### src/rtl/ivc_pkg.sv
package ivc_pkg;

   // Word index (byte offset / 4) of each register in the port map.
   typedef enum logic [2:0] {
      IVC_W_MASK   = 3'd0,
      IVC_W_RAW    = 3'd1,
      IVC_W_MASKED = 3'd2,
      IVC_W_NMI    = 3'd3,
      IVC_W_RSVD   = 3'd4
   } ivc_word_e;

endpackage

### src/rtl/ivc_sources.sv
module ivc_sources #(
   parameter int NUM_LINES = 32,
   parameter int NMI_COUNT = 2
) (
   input  logic                 clk,
   input  logic                 rst_n,
   input  logic [NUM_LINES-1:0] lines_i,
   output logic [NUM_LINES-1:0] raw_d_o,
   output logic [NUM_LINES-1:0] raw_q_o,
   output logic [NUM_LINES-1:0] nmi_d_o,
   output logic [NUM_LINES-1:0] nmi_q_o
);

   localparam int ORD_BITS = NUM_LINES - NMI_COUNT - 1;   // lines 1..ORD_BITS
   localparam logic [NUM_LINES-1:0] RAW_KEEP =
      (NUM_LINES'(1) << ORD_BITS) - NUM_LINES'(1);
   localparam logic [NUM_LINES-1:0] NMI_KEEP =
      ~((NUM_LINES'(1) << (NUM_LINES - NMI_COUNT)) - NUM_LINES'(1));

   // Line 0 is shifted out; the top lines are masked out of the raw word.
   assign raw_d_o = (lines_i >> 1) & RAW_KEEP;
   assign nmi_d_o = lines_i & NMI_KEEP;

   always_ff @(posedge clk) begin
      if (!rst_n) begin
         raw_q_o <= '0;
         nmi_q_o <= '0;
      end else begin
         raw_q_o <= raw_d_o;
         nmi_q_o <= nmi_d_o;
      end
   end

endmodule

### src/rtl/ivc_regs.sv
module ivc_regs
   import ivc_pkg::*;
#(
   parameter int DATA_W = 32,
   parameter int ADDR_W = 5
) (
   input  logic              clk,
   input  logic              rst_n,
   input  logic              sel_i,
   input  logic              we_i,
   input  logic [ADDR_W-1:0] addr_i,
   input  logic [DATA_W-1:0] wdata_i,
   input  logic [DATA_W-1:0] raw_q_i,
   input  logic [DATA_W-1:0] masked_q_i,
   input  logic [DATA_W-1:0] nmi_q_i,
   output logic [DATA_W-1:0] mask_d_o,
   output logic [DATA_W-1:0] mask_q_o,
   output logic [DATA_W-1:0] rdata_o
);

   localparam int WORD_W = ADDR_W - 2;

   logic [WORD_W-1:0] word_idx;
   logic              aligned;
   logic              mask_hit;

   assign word_idx = addr_i[ADDR_W-1:2];
   assign aligned  = (addr_i[1:0] == 2'b00);
   assign mask_hit = sel_i && we_i && aligned && (word_idx == WORD_W'(IVC_W_MASK));
   assign mask_d_o = mask_hit ? wdata_i : mask_q_o;

   always_ff @(posedge clk) begin
      if (!rst_n) mask_q_o <= '0;
      else        mask_q_o <= mask_d_o;
   end

   always_comb begin
      rdata_o = '0;
      if (aligned) begin
         case (word_idx)
            WORD_W'(IVC_W_MASK):   rdata_o = mask_q_o;
            WORD_W'(IVC_W_RAW):    rdata_o = raw_q_i;
            WORD_W'(IVC_W_MASKED): rdata_o = masked_q_i;
            WORD_W'(IVC_W_NMI):    rdata_o = nmi_q_i;
            default:               rdata_o = '0;
         endcase
      end
   end

   // only an aligned write to the mask word may change the mask
   assert_ro_words_R2: assert property (@(posedge clk) disable iff (!rst_n)
      (sel_i && we_i && (!aligned || word_idx != WORD_W'(IVC_W_MASK)))
         |=> $stable(mask_q_o));

endmodule

### src/rtl/ivc_vec_enc.sv
module ivc_vec_enc #(
   parameter int                SCAN_W   = 31,
   parameter int                VEC_W    = 8,
   parameter logic [VEC_W-1:0]  VEC_BASE = 8'h30
) (
   input  logic [SCAN_W-1:0] scan_i,
   output logic [VEC_W-1:0]  vec_o
);

   localparam int IDX_W = (SCAN_W > 1) ? $clog2(SCAN_W) : 1;

   logic [IDX_W-1:0] low_idx;
   logic             any_set;
   logic             many_set;

   // Lowest set bit, plus a flag for a second set bit above it.
   always_comb begin
      low_idx  = '0;
      any_set  = 1'b0;
      many_set = 1'b0;
      for (int b = 0; b < SCAN_W; b++) begin
         if (scan_i[b]) begin
            if (any_set) many_set = 1'b1;
            else         low_idx  = IDX_W'(b);
            any_set = 1'b1;
         end
      end
   end

   always_comb begin
      if (!any_set)     vec_o = '0;
      else if (many_set) vec_o = VEC_BASE;
      else               vec_o = VEC_BASE + VEC_W'(1) + VEC_W'(low_idx);
   end

endmodule

### src/rtl/intr_vec_ctrl.sv
module intr_vec_ctrl #(
   parameter int               NUM_LINES = 32,
   parameter int               NMI_COUNT = 2,
   parameter int               ADDR_W    = 5,
   parameter int               VEC_W     = 8,
   parameter logic [VEC_W-1:0] VEC_BASE  = 8'h30
) (
   input  logic                 clk,
   input  logic                 rst_n,
   input  logic [NUM_LINES-1:0] irq_lines,
   input  logic                 bus_sel,
   input  logic                 bus_we,
   input  logic [ADDR_W-1:0]    bus_addr,
   input  logic [NUM_LINES-1:0] bus_wdata,
   output logic [NUM_LINES-1:0] bus_rdata,
   output logic                 cpu_irq,
   output logic [VEC_W-1:0]     cpu_vec,
   output logic                 cpu_nmi
);

   localparam int SCAN_W = NUM_LINES - 1;

   // Elaboration-time parameter checks.
   generate
      if (NUM_LINES < 4 || NUM_LINES > 32) begin : g_bad_lines
         $error("intr_vec_ctrl: NUM_LINES must be 4..32");
      end
      if (NMI_COUNT < 1 || NMI_COUNT >= NUM_LINES - 1) begin : g_bad_nmi
         $error("intr_vec_ctrl: NMI_COUNT out of range");
      end
      if (ADDR_W < 5) begin : g_bad_addr
         $error("intr_vec_ctrl: ADDR_W must hold five words");
      end
      if (int'(VEC_BASE) + NUM_LINES >= (1 << VEC_W)) begin : g_bad_vec
         $error("intr_vec_ctrl: vector range overflows VEC_W");
      end
   endgenerate

   logic [NUM_LINES-1:0] raw_d, raw_q, nmi_d, nmi_q;
   logic [NUM_LINES-1:0] mask_d, mask_q, masked_q;
   logic [SCAN_W-1:0]    scan_d;
   logic [VEC_W-1:0]     vec_d;

   ivc_sources #(.NUM_LINES(NUM_LINES), .NMI_COUNT(NMI_COUNT)) i_sources (
      .clk(clk), .rst_n(rst_n), .lines_i(irq_lines),
      .raw_d_o(raw_d), .raw_q_o(raw_q), .nmi_d_o(nmi_d), .nmi_q_o(nmi_q)
   );

   assign masked_q = raw_q & mask_q;

   ivc_regs #(.DATA_W(NUM_LINES), .ADDR_W(ADDR_W)) i_regs (
      .clk(clk), .rst_n(rst_n), .sel_i(bus_sel), .we_i(bus_we),
      .addr_i(bus_addr), .wdata_i(bus_wdata),
      .raw_q_i(raw_q), .masked_q_i(masked_q), .nmi_q_i(nmi_q),
      .mask_d_o(mask_d), .mask_q_o(mask_q), .rdata_o(bus_rdata)
   );

   // Next-state masked word so outputs land on the same edge as the registers.
   assign scan_d = raw_d[SCAN_W-1:0] & mask_d[SCAN_W-1:0];

   ivc_vec_enc #(.SCAN_W(SCAN_W), .VEC_W(VEC_W), .VEC_BASE(VEC_BASE)) i_enc (
      .scan_i(scan_d), .vec_o(vec_d)
   );

   always_ff @(posedge clk) begin
      if (!rst_n) begin
         cpu_vec <= '0;
         cpu_irq <= 1'b0;
         cpu_nmi <= 1'b0;
      end else begin
         cpu_vec <= vec_d;
         cpu_irq <= (vec_d != '0);
         cpu_nmi <= (nmi_d != '0);
      end
   end

   // request wire high exactly when a vector is presented
   assert_irq_matches_vec_R7: assert property (@(posedge clk) disable iff (!rst_n)
      cpu_irq == (cpu_vec != '0));

   // nothing masked means no vector
   assert_idle_vec_R7: assert property (@(posedge clk) disable iff (!rst_n)
      (masked_q[SCAN_W-1:0] == '0) |-> (cpu_vec == '0));

   // several masked sources give the shared code
   assert_shared_code_R6: assert property (@(posedge clk) disable iff (!rst_n)
      ($countones(masked_q[SCAN_W-1:0]) > 1) |-> (cpu_vec == VEC_BASE));

   // a lone masked source gives a per-source vector
   assert_single_range_R5: assert property (@(posedge clk) disable iff (!rst_n)
      ($countones(masked_q[SCAN_W-1:0]) == 1) |->
         (cpu_vec > VEC_BASE && cpu_vec <= VEC_BASE + VEC_W'(SCAN_W)));

   // non-maskable output follows its status word
   assert_nmi_follows_R8: assert property (@(posedge clk) disable iff (!rst_n)
      cpu_nmi == (nmi_q != '0));

endmodule

### config.mk
export PLATFORM = sky130hd
export DESIGN_NAME = intr_vec_ctrl
export DESIGN_NICKNAME = d
export VERILOG_FILES = /design/src/rtl/ivc_pkg.sv /design/src/rtl/ivc_sources.sv /design/src/rtl/ivc_regs.sv /design/src/rtl/ivc_vec_enc.sv /design/src/rtl/intr_vec_ctrl.sv
export SDC_FILE = /design/constraint.sdc
export NUM_CORES = 1
export LEC_CHECK = 0
export BUFFER_PORTS_ARGS = -buffer_cell sky130_fd_sc_hd__buf_2
export CAP_MARGIN = 25
export CORE_MARGIN = 3
export CORE_UTILIZATION = 55
export DETAILED_ROUTE_END_ITERATION = 10
export PLACE_DENSITY = 0.93
export SYNTH_ARGS = -nofsm -noshare
export SYNTH_HDL_FRONTEND = slang
export SYNTH_SLANG_ARGS = --single-unit
### constraint.sdc
create_clock -name clk -period 3.8 [get_ports clk]
set_clock_uncertainty 0.2 [all_clocks]
set_input_delay 0.19 -clock clk [delete_from_list [all_inputs] [get_ports clk]]
set_output_delay 0.19 -clock clk [all_outputs]
set_load 0.005 [all_outputs]
==> impl_metrics.json <==
{
  "drive_above_1_share_pct": 23.4,
  "setup_tns_ns": 0,
  "grt_pass1_wl_um": 26400,
  "ys_top_cells_by_area": "dfxtp_1, nand2_1, a32oi_1, and2_1, a21boi_0",
  "dieArea_um2": 9900,
  "ir_worst_vdd_mv": 0.147,
  "clkTransAtPathRegs_ns": 0.07,
  "maxSlewViolCount": 0,
  "postCtsHoldBufs": 55,
  "path_buf_inv": 3,
  "layout_min_cycle_time_ns": 3.59,
  "instances_no_fill": 867,
  "cts_resized": 0,
  "post_cts_buffers": 0,
  "rsz0062_at_grt": "no",
  "yosysTopAreaCell": "dfxtp_1",
  "h-tree-depth": 3,
  "route.vias.total": 5564,
  "hold_slack_ns": 0.0239,
  "timing.final.hold_violations": 0,
  "antenna_found_initial": 0,
  "synth_area_um2": 4810,
  "cp.required_ns": 3.88,
  "yosysWarnings": 0,
  "async_reset_ff_share_pct": 0,
  "portBuffers": 112,
  "tightest_slew_ns": 0.596,
  "netlist_instances": 598,
  "worstPathMaxFanout": 6,
  "syn_nets": 672,
  "grt_overflow": 0,
  "crit_type": "in2reg",
  "grt_max_degree": 34,
  "holdCritPathClass": "in2reg",
  "slowest_delay_ns": 0.52,
  "wirelength_um": 16400,
  "critPathTopFamily": "compound AO/OA/AOI/OAI gates",
  "place_ws_ns": 0.246,
  "avgRoutedWirePerCell_um": 19.0,
  "crit_arrival_ns": 3.66,
  "die_w_um": 99.5,
  "synth_cell_type_count": 77,
  "fmax_mhz": 279,
  "dpl.cell_count": 795,
  "drtAntennaViolNets": 0,
  "grt_util_all_layers_pct": 32.8,
  "critPathLaunchType": "input port",
  "clockBufferDepth": 2,
  "initial_core_util_pct": 57.6,
  "setup_violations": 0,
  "setup_ws_ns": 0.214,
  "gp_congestion": 0.954,
  "status": "completed",
  "cts_tree": "yes",
  "clock-root-buffer": "clkbuf_8",
  "cts_sinks": 72,
  "first_global_vias": 5438,
  "cap_violations": 0,
  "numCtsBuffers": 9,
  "first_iter_violations": 435,
  "syn_area_per_cell_um2": 8.04,
  "slowest_stage": "dlygate4sd3_1",
  "ys_ff_latch": 72,
  "via_per_inst": 6.42,
  "die_height_um": 99.5,
  "dpl.hpwl_um": 10900,
  "fin_area_um2": 6240,
  "drc": 0,
  "firstDrtPassIters": 5,
  "area_growth_pct": 29.8,
  "fp.coreArea_um2": 8340,
  "relSlewSlack_pct": 60.2,
  "crit_chain": "dlygate4sd3_1, buf_2, a222oi_1, nand2_1, o32ai_4, nand2_4, nor4_4, inv_1, o31ai_1, ha_1, o211ai_2, xor2_1, a21oi_1",
  "design.final.nets": 830,
  "dpl-instance-area_um2": 5490,
  "p_per_area_nw_per_um2": 270,
  "yosysTopAreaCellShare_pct": 30.0,
  "cp-end-kind": "flip-flop",
  "synth-seq-area-share_pct": 30.0,
  "placementRows": 33,
  "pin_count": 115,
  "power_leakage_nw": 2.65,
  "insertion_delay_ns": 0.36,
  "period_share_pct": 94.4,
  "synthFlopType": "dfxtp_1",
  "synth_edf_count": 0
}
-- final cells by class --
class | instances | area, um2
inverters | 7 | 26.3
diodes | 1 | 2.50
fillers | 611 | 2100
multi-input cells | 480 | 3150
clock inverters | 5 | 56.3
clock buffers | 11 | 141
well taps | 105 | 131
repair buffers | 186 | 1290
flip-flops and latches | 72 | 1440
-- per-layer routing --
layer	GRT usage [%]	wire length, um	vias to the layer above	part of all wire, %
li1	-	-	2540	-
met1	41.5	6580	2609	40
met2	56.3	7970	354	48
met3	4.07	1400	61	8.5
met4	14.0	489	0	3.0
met5	0	0	-	0
-- sequential cells by signal (all words and copies together), names as in the netlist --
| register | cells |
|---|---|
| i_sources.nmi_q_o | 2 |
| cpu_vec | 7 |
| cpu_irq | 1 |
| i_sources.raw_q_o | 29 |
| cpu_nmi | 1 |
| i_regs.mask_q_o | 32 |
-- stage by stage --
step | total power, mW | utilization [%]
3_5_place_dp | 1.02 | 65.8
2_1_floorplan | 0.921 | -
5_1_grt | 1.74 | 74.7
3_3_place_gp | 1.01 | 65.8
4_1_cts | 1.68 | 74.7
6_report | 1.69 | 74.8
-- worst paths after layout --
path                                     startpoint                  end  slack (ns)  cells after the start
worst min register to register  i_regs.mask_q_o[29]  i_regs.mask_q_o[29]        0.28                      2
worst min-delay path                   bus_wdata[3]   i_regs.mask_q_o[3]        0.02                      3
worst max register to register  i_regs.mask_q_o[10]           cpu_vec[4]        0.36                     11
worst max-delay path                  irq_lines[11]           cpu_vec[4]        0.21                     13
-- tightest hold or removal path, delay by kind of cell --
kind | cells | cell delay (ns)
buf+inv | 1 | 0.10
mux | 1 | 0.11
simple gates | 1 | 0.13
-- cells in the final DEF (no fill, tap or decap), drive strengths merged, types with 13 or more instances in the layout --
cell type and count:
dfxtp 72, o21ai 26, a32oi 29, nand3 14
a21boi 27, a22oi 16, a31oi 14, nand2b 30
nand2 87, dlygate4sd3 55, buf 131, a21oi 23
and2 35, nor2 49, nand4 13
-- synth_stat cells, types with 3 or more instances --
library cell	n
nor2_1	47
a31o_2	5
dfxtp_1	72
a22o_1	6
a32oi_1	29
mux2i_1	10
a21boi_0	26
inv_1	7
buf_2	4
a31oi_1	11
o21a_1	5
o211ai_1	5
buf_4	5
a22oi_1	15
buf_6	5
o31ai_1	3
a31oi_2	3
a21oi_1	23
o221ai_1	3
and3_1	7
nand3_1	14
a222oi_1	5
and2_1	35
nand2b_1	30
nand2_1	85
nor3_1	6
nor4_1	3
nand4_1	11
clkbuf_1	23
mux2_2	6
nor2b_1	8
o21ai_0	23
-- report_power, final --
| part | total, mW | internal (mW) | switching (mW) |
|---|---|---|---|
| clock | 0.623 | 0.320 | 0.303 |
| combinational | 0.277 | 0.129 | 0.148 |
| sequential | 0.786 | 0.776 | 0.00966 |
-- cells by family after synthesis --
kind of cell             after synthesis  synth area share, %
adder cells (fa/ha/maj)                1                0.260
AND/OR/NAND/NOR                      268                 30.1
AO/OA/AOI/OAI                        190                 30.1
other                                  1               0.0780
buffers and inverters                 46                 4.87
XOR/XNOR                               2                0.365
multiplexers                          18                 4.19
flip-flops                            72                 30.0
No activity file was read; power rests on OpenSTA's default activity.
